### config.mk
export PLATFORM = sky130hd
export DESIGN_NAME = lock_bank
export DESIGN_NICKNAME = d
export VERILOG_FILES = /design/src/rtl/lock_bank_pkg.sv /design/src/rtl/lock_port_decode.sv /design/src/rtl/lock_cell.sv /design/src/rtl/lock_read_view.sv /design/src/rtl/lock_bank.sv
export SDC_FILE = /design/constraint.sdc
export NUM_CORES = 1
export LEC_CHECK = 0
export ABC_CLOCK_PERIOD_IN_PS = 2300
export BUFFER_PORTS_ARGS = -buffer_cell sky130_fd_sc_hd__buf_2
export CORE_MARGIN = 3
export CORE_UTILIZATION = 56
export DETAILED_ROUTE_END_ITERATION = 8
export PLACE_DENSITY = 0.84
export SETUP_SLACK_MARGIN = 0.2
export SLEW_MARGIN = 30
export SYNTH_ARGS = -nofsm -noshare
export SYNTH_HDL_FRONTEND = slang
export SYNTH_HIERARCHICAL = 1
export SYNTH_SLANG_ARGS = --single-unit
### constraint.sdc
create_clock -name clk -period 2.3 [get_ports clk]
set_input_delay 0.46 -clock clk [delete_from_list [all_inputs] [get_ports clk]]
set_output_delay 0.46 -clock clk [all_outputs]
set_load 0.005 [all_outputs]
### src/rtl/lock_bank_pkg.sv
package lock_bank_pkg;

   // Token holder of one lock
   typedef enum logic [1:0] {
      HOLD_NONE  = 2'd0,
      HOLD_LEFT  = 2'd1,
      HOLD_RIGHT = 2'd2
   } holder_t;

   // Decoded intent of one port toward one lock in one cycle
   typedef struct packed {
      logic claim;   // wrote 0
      logic give;    // wrote 1
   } intent_t;

endpackage

### src/rtl/lock_port_decode.sv
module lock_port_decode #(
   parameter int NUM_LOCKS = 8,
   parameter int DATA_W    = 8,
   localparam int ADDR_W   = $clog2(NUM_LOCKS)
) (
   input  logic              mem_n,
   input  logic              lock_n,
   input  logic              wr_n,
   input  logic [ADDR_W-1:0] addr,
   input  logic [DATA_W-1:0] wdata,
   output logic [NUM_LOCKS-1:0] claim,
   output logic [NUM_LOCKS-1:0] give,
   output logic              rd_en
);
   logic hit;
   logic wr_hit;

   // Lock space is reached only with memory enable inactive
   assign hit    = mem_n & ~lock_n;
   assign wr_hit = hit & ~wr_n;
   assign rd_en  = hit & wr_n;

   generate
      if (DATA_W > 1) begin : g_unused_hi
         logic unused_hi;
         assign unused_hi = ^wdata[DATA_W-1:1];
      end
   endgenerate

   generate
      for (genvar i = 0; i < NUM_LOCKS; i++) begin : g_sel
         logic sel;
         assign sel      = wr_hit & (addr == ADDR_W'(i));
         assign claim[i] = sel & ~wdata[0];
         assign give[i]  = sel &  wdata[0];
      end
   endgenerate
endmodule

### src/rtl/lock_cell.sv
module lock_cell
   import lock_bank_pkg::*;
#(
   parameter bit LEFT_WINS_TIE = 1'b1
) (
   input  logic clk,
   input  logic rst_n,
   input  logic l_claim,
   input  logic l_give,
   input  logic r_claim,
   input  logic r_give,
   output logic own_l,
   output logic own_r,
   output logic wait_l,
   output logic wait_r
);
   holder_t hold_q, hold_d;
   logic    wl_q, wl_d;
   logic    wr_q, wr_d;

   always_comb begin
      hold_d = hold_q;
      wl_d   = wl_q;
      wr_d   = wr_q;
      unique case (hold_q)
         HOLD_NONE: begin
            wl_d = 1'b0;
            wr_d = 1'b0;
            if (l_claim && (LEFT_WINS_TIE || !r_claim)) begin
               hold_d = HOLD_LEFT;
               wr_d   = r_claim;
            end else if (r_claim) begin
               hold_d = HOLD_RIGHT;
               wl_d   = l_claim;
            end
         end
         HOLD_LEFT: begin
            wl_d = 1'b0;
            if (l_give) begin
               hold_d = ((wr_q && !r_give) || r_claim) ? HOLD_RIGHT : HOLD_NONE;
               wr_d   = 1'b0;
            end else if (r_claim) begin
               wr_d = 1'b1;
            end else if (r_give) begin
               wr_d = 1'b0;
            end
         end
         HOLD_RIGHT: begin
            wr_d = 1'b0;
            if (r_give) begin
               hold_d = ((wl_q && !l_give) || l_claim) ? HOLD_LEFT : HOLD_NONE;
               wl_d   = 1'b0;
            end else if (l_claim) begin
               wl_d = 1'b1;
            end else if (l_give) begin
               wl_d = 1'b0;
            end
         end
         default: begin
            hold_d = HOLD_NONE;
            wl_d   = 1'b0;
            wr_d   = 1'b0;
         end
      endcase
   end

   always_ff @(posedge clk or negedge rst_n) begin
      if (!rst_n) begin
         hold_q <= HOLD_NONE;
         wl_q   <= 1'b0;
         wr_q   <= 1'b0;
      end else begin
         hold_q <= hold_d;
         wl_q   <= wl_d;
         wr_q   <= wr_d;
      end
   end

   assign own_l  = (hold_q == HOLD_LEFT);
   assign own_r  = (hold_q == HOLD_RIGHT);
   assign wait_l = wl_q;
   assign wait_r = wr_q;
endmodule

### src/rtl/lock_read_view.sv
module lock_read_view #(
   parameter int NUM_LOCKS = 8,
   parameter int DATA_W    = 8,
   localparam int ADDR_W   = $clog2(NUM_LOCKS)
) (
   input  logic [NUM_LOCKS-1:0] owned,
   input  logic [ADDR_W-1:0]    addr,
   input  logic                 rd_en,
   output logic [DATA_W-1:0]    rdata
);
   logic view;

   // 0 = this port holds the lock, 1 = it does not
   assign view  = ~owned[addr];
   assign rdata = rd_en ? {DATA_W{view}} : '0;
endmodule

### src/rtl/lock_bank.sv
module lock_bank #(
   parameter int NUM_LOCKS     = 8,
   parameter int DATA_W        = 8,
   parameter bit LEFT_WINS_TIE = 1'b1,
   localparam int ADDR_W       = $clog2(NUM_LOCKS)
) (
   input  logic              clk,
   input  logic              rst_n,
   input  logic              l_mem_n,
   input  logic              l_lock_n,
   input  logic              l_wr_n,
   input  logic [ADDR_W-1:0] l_addr,
   input  logic [DATA_W-1:0] l_wdata,
   output logic [DATA_W-1:0] l_rdata,
   input  logic              r_mem_n,
   input  logic              r_lock_n,
   input  logic              r_wr_n,
   input  logic [ADDR_W-1:0] r_addr,
   input  logic [DATA_W-1:0] r_wdata,
   output logic [DATA_W-1:0] r_rdata
);
   generate
      if (NUM_LOCKS < 2 || (1 << ADDR_W) != NUM_LOCKS) begin : g_bad_count
         $error("lock_bank: NUM_LOCKS must be a power of two, at least 2");
      end
      if (DATA_W < 1) begin : g_bad_width
         $error("lock_bank: DATA_W must be at least 1");
      end
   endgenerate

   logic [NUM_LOCKS-1:0] l_claim, l_give, r_claim, r_give;
   logic [NUM_LOCKS-1:0] own_l, own_r, wait_l, wait_r;
   logic                 l_rd, r_rd;

   lock_port_decode #(.NUM_LOCKS(NUM_LOCKS), .DATA_W(DATA_W)) u_dec_l (
      .mem_n(l_mem_n), .lock_n(l_lock_n), .wr_n(l_wr_n), .addr(l_addr),
      .wdata(l_wdata), .claim(l_claim), .give(l_give), .rd_en(l_rd)
   );

   lock_port_decode #(.NUM_LOCKS(NUM_LOCKS), .DATA_W(DATA_W)) u_dec_r (
      .mem_n(r_mem_n), .lock_n(r_lock_n), .wr_n(r_wr_n), .addr(r_addr),
      .wdata(r_wdata), .claim(r_claim), .give(r_give), .rd_en(r_rd)
   );

   generate
      for (genvar i = 0; i < NUM_LOCKS; i++) begin : g_cell
         lock_cell #(.LEFT_WINS_TIE(LEFT_WINS_TIE)) u_cell (
            .clk(clk), .rst_n(rst_n),
            .l_claim(l_claim[i]), .l_give(l_give[i]),
            .r_claim(r_claim[i]), .r_give(r_give[i]),
            .own_l(own_l[i]), .own_r(own_r[i]),
            .wait_l(wait_l[i]), .wait_r(wait_r[i])
         );
      end
   endgenerate

   lock_read_view #(.NUM_LOCKS(NUM_LOCKS), .DATA_W(DATA_W)) u_view_l (
      .owned(own_l), .addr(l_addr), .rd_en(l_rd), .rdata(l_rdata)
   );

   lock_read_view #(.NUM_LOCKS(NUM_LOCKS), .DATA_W(DATA_W)) u_view_r (
      .owned(own_r), .addr(r_addr), .rd_en(r_rd), .rdata(r_rdata)
   );
endmodule

==> run summary, run 1 <==
Synth area leaders = dfrtp_1, a21oi_1, nor2_1
I/O pin count = 46
Crit-path most repeated cell = inv_2
Worst Path Class, Setup = reg2out
Clock Sinks = 32
Area grow syn2layout = 23.0%
Global-route wire length before repair = 9.93 mm
Fillers = 280
Core Util, Final = 0.727
Async set or reset register ratio after synthesis = 1.00
Crit. End Element = output port
Initial drt markers = 216
Worst slew pin tran = 0.710 ns
Dpl ws = 0.109 ns
Cts bufs inserted = 5
Yosys cell types = 30
Area of the core = 4090 um2
Pwr/cell area = 533 nW/um2
Post-Syn Instances = 282
Final Hold Vio Count = 0
Ant diodes = 0
Largest net degree at the start of global routing = 33
Synth top cells by count = nor2_1, a21oi_1, dfrtp_1, inv_1, nor2b_1
Initial core utilization = 0.592
Die height = 71.7 um
Share of cells above drive strength 1 = 0.416
Max IR drop VDD = 0.348 mV
Mapped cell area = 2420 um2
Synth Net Count = 312
R2R Setup Slk = 1.16 ns
Grt ovf = 0
CP Data Arrival Time = 1.76 ns
Setup TNS Final = 0 ns
Endpoints failing setup = 0
Outcome = complete, no violations
CP max FO = 8
Post-route setup slack = 0.0836 ns
Gpl congestion = 0.840
DRT antenna net count = 0
Routed vias/inst = 5.81
Hold_buf cts = 0
Routed len/inst = 15.4 um
FP Rows = 23
Max Freq = 0.451 GHz
RSZ-0062 raised after global routing = yes
H-tree depth = 2
PortBufs = 31
Skew final = 0.00487 ns
Startpoint Class = register
Routed vias = 2261
HP Class = in2async
Final cycle utilization of the critical path = 0.964
Critical Path Source = g_cell[6].u_cell/hold_q[0]
Main flop type after synthesis = dfrtp_1
Skew-Pair Late Insertion Delay = 0.28 ns
Rel. slew slack = 0.527
CTS tree = done
Routed Wire Length = 5.99 mm
Leak = 1.30 nW
Horiz. Die Dim = 71.7 um
Critical Path, Cell by Cell = inv_2 > nand2_2 > inv_2 > mux2i_1 > mux4_2 > and2_4 > buf_2
TritonRoute pass-1 iters = 4
EDFF count, synth = 0
Final nets = 368
HPWL after detailed placement = 3.94 mm
Slowest Stage Delay on Critical Path = 0.46 ns
Synth top area share = 0.331
Initial antenna violation count = 0
Critical-path cell with the highest stage delay = mux4_2
Average size of a mapped cell = 8.57 um2
Fin. max-slew vios = 0
CTS root buf = clkbuf_8
Tmin final = 2.22 ns
Synthesized flop and latch total = 32
Post-synthesis sequential area ratio = 0.331
Full die area = 5140 um2
Vias in the first global route = 2198
Post-route DRC = 0
Most numerous cell in the Yosys netlist = nor2_1
Reg-to-reg critical path startpoint = g_cell[3].u_cell/hold_q[0]
# Max-Cap Violations = 0
Clock slew at reported path FFs = 0.07 ns
Required time of the critical path = 1.84 ns
Ys Warns = 6
Synth area leader = dfrtp_1
Clock buffer depth = 2
Overall Global Routing Usage = 0.244
==> kinds of logic (layout without fill, tap and decap cells) <==
kind of cell / after synthesis / after routing / share of synthesized area
simple gates: 134 / 134 / 0.344
compound gates: 56 / 56 / 0.166
buf+inv: 50 / 107 / 0.108
flops: 32 / 32 / 0.331
mux: 10 / 10 / 0.0518
==> state kept, by name (all words and copies together), names as in the netlist <==
name                  count
g_cell.u_cell/wait_l      8
g_cell.u_cell/wait_r      8
g_cell.u_cell/hold_q     16
==> critical path: cells and delay by family, from the launching register on <==
family                 cells  cell delay (ns)
buffers and inverters      3             0.28
flip-flops                 1             0.41
AND/OR/NAND/NOR            2             0.25
multiplexers               2             0.53
==> timing repair <==
action	CTS	global route
setup endpoints to repair	16	16
pin swaps	8	1
resized for setup	40	3
buffers inserted	31	2
==> placed cells by master, fill, tap and decap left out, types with 4 or more instances in the layout <==
cell,Yosys,final
a21oi_1,32,32
buf_4,14,44
nor2b_1,16,16
dfrtp_2,0,7
clkbuf_8,0,6
inv_2,0,15
buf_2,2,24
nand3b_1,4,4
nor3b_2,8,8
nor3_1,14,14
mux2i_1,8,8
buf_6,2,7
nand2_2,0,6
nand3_1,10,10
o21ai_0,8,8
o32ai_2,8,8
nor2_1,40,40
inv_1,24,9
dfrtp_1,32,25
o32ai_1,8,8
and2b_1,8,8
nand2b_1,4,4
nor3_2,6,6
==> per-layer routing <==
metal  GRT usage  vias up  wire (um)
li1            -     1087          -
met1       0.315     1068       2620
met2       0.408       92       2960
met3      0.0477       14        303
met4      0.0856        0        110
met5           0        -          0
==> final cells by class <==
class / count / area (um2) / area share
sequential: 32 / 810 / 0.272
inverter: 24 / 90.1 / 0.0303
tap: 50 / 62.6 / 0.0210
clock buffer: 8 / 90.1 / 0.0303
timing repair buffer: 75 / 529 / 0.178
multi-input combinational: 200 / 1390 / 0.468
==> worst paths after layout <==
path / cells past startpoint / end
worst min-delay path: 1 / g_cell[5].u_cell/hold_q[0]
worst min register to register: 1 / g_cell[4].u_cell/wait_r
max in group asynchronous: 1 / g_cell[7].u_cell/hold_q[1]
worst max register to register: 4 / g_cell[3].u_cell/hold_q[0]
worst max-delay path: 7 / r_rdata[4]
min in group clk: 1 / g_cell[4].u_cell/wait_r
==> where the power goes <==
part           internal, mW  switching (mW)
sequential            0.617          0.0600
combinational         0.235           0.231
clock                 0.244           0.199
==> per-stage QoR <==
stage / hold slack (ns) / total power, mW / cells / area [um2]
2_1_floorplan: 0.164 / 0.874 / 282 / 2420
6_report: 0.217 / 1.58 / 389 / 2970
5_1_grt: 0.275 / 1.67 / 389 / 2970
4_1_cts: 0.251 / 1.55 / 387 / 2960
3_5_place_dp: 0.529 / 0.948 / 348 / 2550
3_3_place_gp: 0.516 / 0.938 / 348 / 2550
Note: power is estimated with default switching activity, not from simulation.
==> run 2, diff against run 1 <==
--- a/config.mk
+++ b/config.mk
@@ -5,10 +5,11 @@
 export SDC_FILE = /design/constraint.sdc
 export NUM_CORES = 1
 export LEC_CHECK = 0
+export ABC_AREA = 1
 export ABC_CLOCK_PERIOD_IN_PS = 2300
 export BUFFER_PORTS_ARGS = -buffer_cell sky130_fd_sc_hd__buf_2
 export CORE_MARGIN = 3
-export CORE_UTILIZATION = 56
+export CORE_UTILIZATION = 57
 export DETAILED_ROUTE_END_ITERATION = 8
 export PLACE_DENSITY = 0.84
 export SETUP_SLACK_MARGIN = 0.2
@@ -17,3 +18,4 @@
 export SYNTH_HDL_FRONTEND = slang
 export SYNTH_HIERARCHICAL = 1
 export SYNTH_SLANG_ARGS = --single-unit
+export TNS_END_PERCENT = 20
==> run 2 against run 1 <==
Die area increased by 5.1%. Power increased by 21%. Critical endpoint is now r_rdata[3]. Via count increased by 12%. Highest routed layer unchanged. Non-clock buffer count decreased by 44. Utilization decreased by 6.7 points.
==> run summary, run 2 <==
Outcome = complete, no violations
Most common cell after layout, fill and taps aside = nand2_1
Critical Path, Cell by Cell = nand2_1 > inv_1 > nand2_1 > nand2_1 > a21oi_1 > nor2_1 > nor2_2 > buf_2
Post-synthesis simple-gate area fraction = 0.463 (+0.120)
Async set or reset register ratio after synthesis = 1.00 (unchanged)
Final cycle utilization of the critical path = 0.893 (-0.0710)
TritonRoute pass-1 iters = 4 (unchanged)
Startpoint Class = register
PortBufs = 31 (unchanged)
Cts bufs inserted = 5 (unchanged)
Post-Synth Adder-Cell Area = 0 (unchanged)
Endpoints failing setup = 0 (unchanged)
Ys Warns = 6 (unchanged)
Finished Cell Area = 2780 um2 (-6.6%)
Overall Global Routing Usage = 0.222 (-0.0224)
Routed len/inst = 11.0 um (-28%)
Mapped cell area = 2600 um2 (+7.5%)
Area grow syn2layout = 6.84%
Main flop type after synthesis = dfrtp_1
R2R Setup Slk = 1.31 ns (+0.15 ns)
Grt ovf = 0 (unchanged)
Routed vias/inst = 5.03 (-14%)
Synth top cells by count = nand2_1, nor2_1, inv_1, inv_2, dfrtp_1
HP Class = in2async
Worst slew pin tran = 0.732 ns (+0.0216 ns)
CP max FO = 8 (unchanged)
Fin cells = 503 (+29%)
Post-Syn Instances = 432 (+53%)
Average size of a mapped cell = 6.01 um2 (-30%)
Synth top area share = 0.308 (-0.0230)
CTS root buf = clkbuf_8
Worst Path Class, Setup = reg2out
Yosys cell types = 15 (-50%)
Final Hold Vio Count = 0 (unchanged)
HPWL after detailed placement = 4.37 mm (+11%)
Ant diodes = 0 (unchanged)
Global-route wire length before repair = 9.56 mm (-3.7%)
Post-route DRC = 0 (unchanged)
Required time of the critical path = 1.84 ns (about the same)
Clock Sinks = 32 (unchanged)
R2R depth = 6 (+2)
Placed cell areas = 2680 um2 (+5.2%)
Vias in the first global route = 2205 (+0.32%)
Main combinational cell family by area after synthesis = simple AND/OR/NAND/NOR gates
Skew final = 0.00146 ns (-0.00341 ns)
Mux contribution to synthesized area = 0 (-0.0518)
CTS tree = done
Crit. End Element = output port
Tmin final = 2.05 ns (-0.163 ns)
Largest net degree at the start of global routing = 33 (unchanged)
CP Data Arrival Time = 1.59 ns (-0.17 ns)
Slowest Stage Delay on Critical Path = 0.43 ns (-0.03 ns)
Reg-to-reg critical path startpoint = g_cell[7].u_cell/hold_q[0]
Pwr/cell area = 693 nW/um2 (+30%)
Most numerous cell in the Yosys netlist = nand2_1
Synth Net Count = 462 (+48%)
Fin. max-slew vios = 0 (unchanged)
Core Util, Final = 0.661 (-0.0670)
Max IR drop VDD = 0.455 mV (+31%)
Final nets = 482 (+31%)
Horiz. Die Dim = 73.5 um (+2.5%)
Largest Register = g_cell.u_cell/hold_q
Leak = 1.53 nW (+18%)
FP Rows = 23 (unchanged)
Max FFs per register = 16 (unchanged)
Reg2reg end = g_cell[7].u_cell/hold_q[1]
EDFF count, synth = 0 (unchanged)
Post-synthesis compound-gate area fraction = 0.0578 (-0.108)
Initial antenna violation count = 0 (unchanged)
Synth area leader = dfrtp_1
Synth Area in XOR/XNOR = 0 (unchanged)
Max Freq = 0.487 GHz (+8.0%)
I/O pin count = 46 (unchanged)
Skew-Pair Late Insertion Delay = 0.28 ns (about the same)
H-tree depth = 2 (unchanged)
Placed cells = 495 (+42%)
Hold WS = 0.238 ns (+0.0212 ns)
# Max-Cap Violations = 0 (unchanged)
Routed vias = 2528 (+12%)
Most frequent cells in the layout = nand2_1, inv_1, nor2_1
Setup TNS Final = 0 ns (unchanged)
Synthesized flop and latch total = 32 (unchanged)
Synth area leaders = dfrtp_1, nand2_1, nor2_1
Full die area = 5400 um2 (+5.1%)
Gpl congestion = 0.883 (+5.2%)
Post-synthesis sequential area ratio = 0.308 (-0.0230)
Die height = 73.5 um (+2.5%)
Initial drt markers = 210 (-2.8%)
Rel. slew slack = 0.512 (-0.0144)
Clock buffer depth = 2 (unchanged)
Critical Path Source = g_cell[1].u_cell/hold_q[1]
Area of the core = 4200 um2 (+2.8%)
Crit-path most repeated cell = nand2_1
Postcts setup bufs = 0 (-100%)
Share of cells above drive strength 1 = 0.241 (-0.175)
DRT antenna net count = 0 (unchanged)
Routed Wire Length = 5.56 mm (-7.3%)
Initial core utilization = 0.618 (+0.0267)
Critical-path cell with the highest stage delay = dfrtp_1
RSZ-0062 raised after global routing = yes
Clock slew at reported path FFs = 0.07 ns (about the same)
## run 2: how the worst max path moves through the flow
stage,slack (ns),to
2_1_floorplan,0.57,r_rdata[1]
3_5_place_dp,0.28,r_rdata[3]
6_report,0.25,r_rdata[3]
3_3_place_gp,0.32,r_rdata[0]
4_1_cts,0.23,r_rdata[3]
5_1_grt,0.11,r_rdata[1]
## run 2: layer usage
layer / wire length, um / up-vias / part of all wire / track usage
li1: - / 1331 / - / -
met2: 2650 / 62 / 0.48 / 0.364
met3: 258 / 6 / 0.046 / 0.0410
met4: 46 / 0 / 0.0083 / 0.0624
met5: 0 / - / 0 / 0
met1: 2600 / 1129 / 0.47 / 0.298
## run 2: cell families (layout without fill, tap and decap cells)
logic type      Yosys count  after routing
simple gates            274            274
buf+inv                 100            121
flops                    32             32
compound gates           26             26
## run 2: repair_timing
item                       4_1_cts  5_1_grt
resized for setup                1        1
hold buffers                     0        0
setup endpoints to repair        8       16
pin swaps                        0        0
## run 2: power breakdown
group	internal [mW]	total, mW	switching [mW]
clock	0.244	0.449	0.205
sequential	0.643	0.740	0.0969
combinational	0.248	0.733	0.484
total	1.14	1.92	0.787
## run 2: layout make-up
cell class | count | area (um2)
fillers | 386 | 1430
repair buffers | 31 | 155
inverters | 82 | 308
flip-flops and latches | 32 | 801
clock buffers | 8 | 90.1
well taps | 50 | 62.6
multi-input cells | 300 | 1360
## run 2: through the flow
stage	total power, mW	worst slack, ns
2_1_floorplan	1.32	0.568
3_3_place_gp	1.45	0.325
3_5_place_dp	1.47	0.283
4_1_cts	1.93	0.225
5_1_grt	2.09	0.115
6_report	1.92	0.247
## run 2: critical path: cells and delay by family (launching register included)
kind	cells	cell delay (ns)
buffers and inverters	2	0.22
and+or+nand+nor	5	0.55
DFF	1	0.43
AOI/OAI and AO/OA	1	0.11
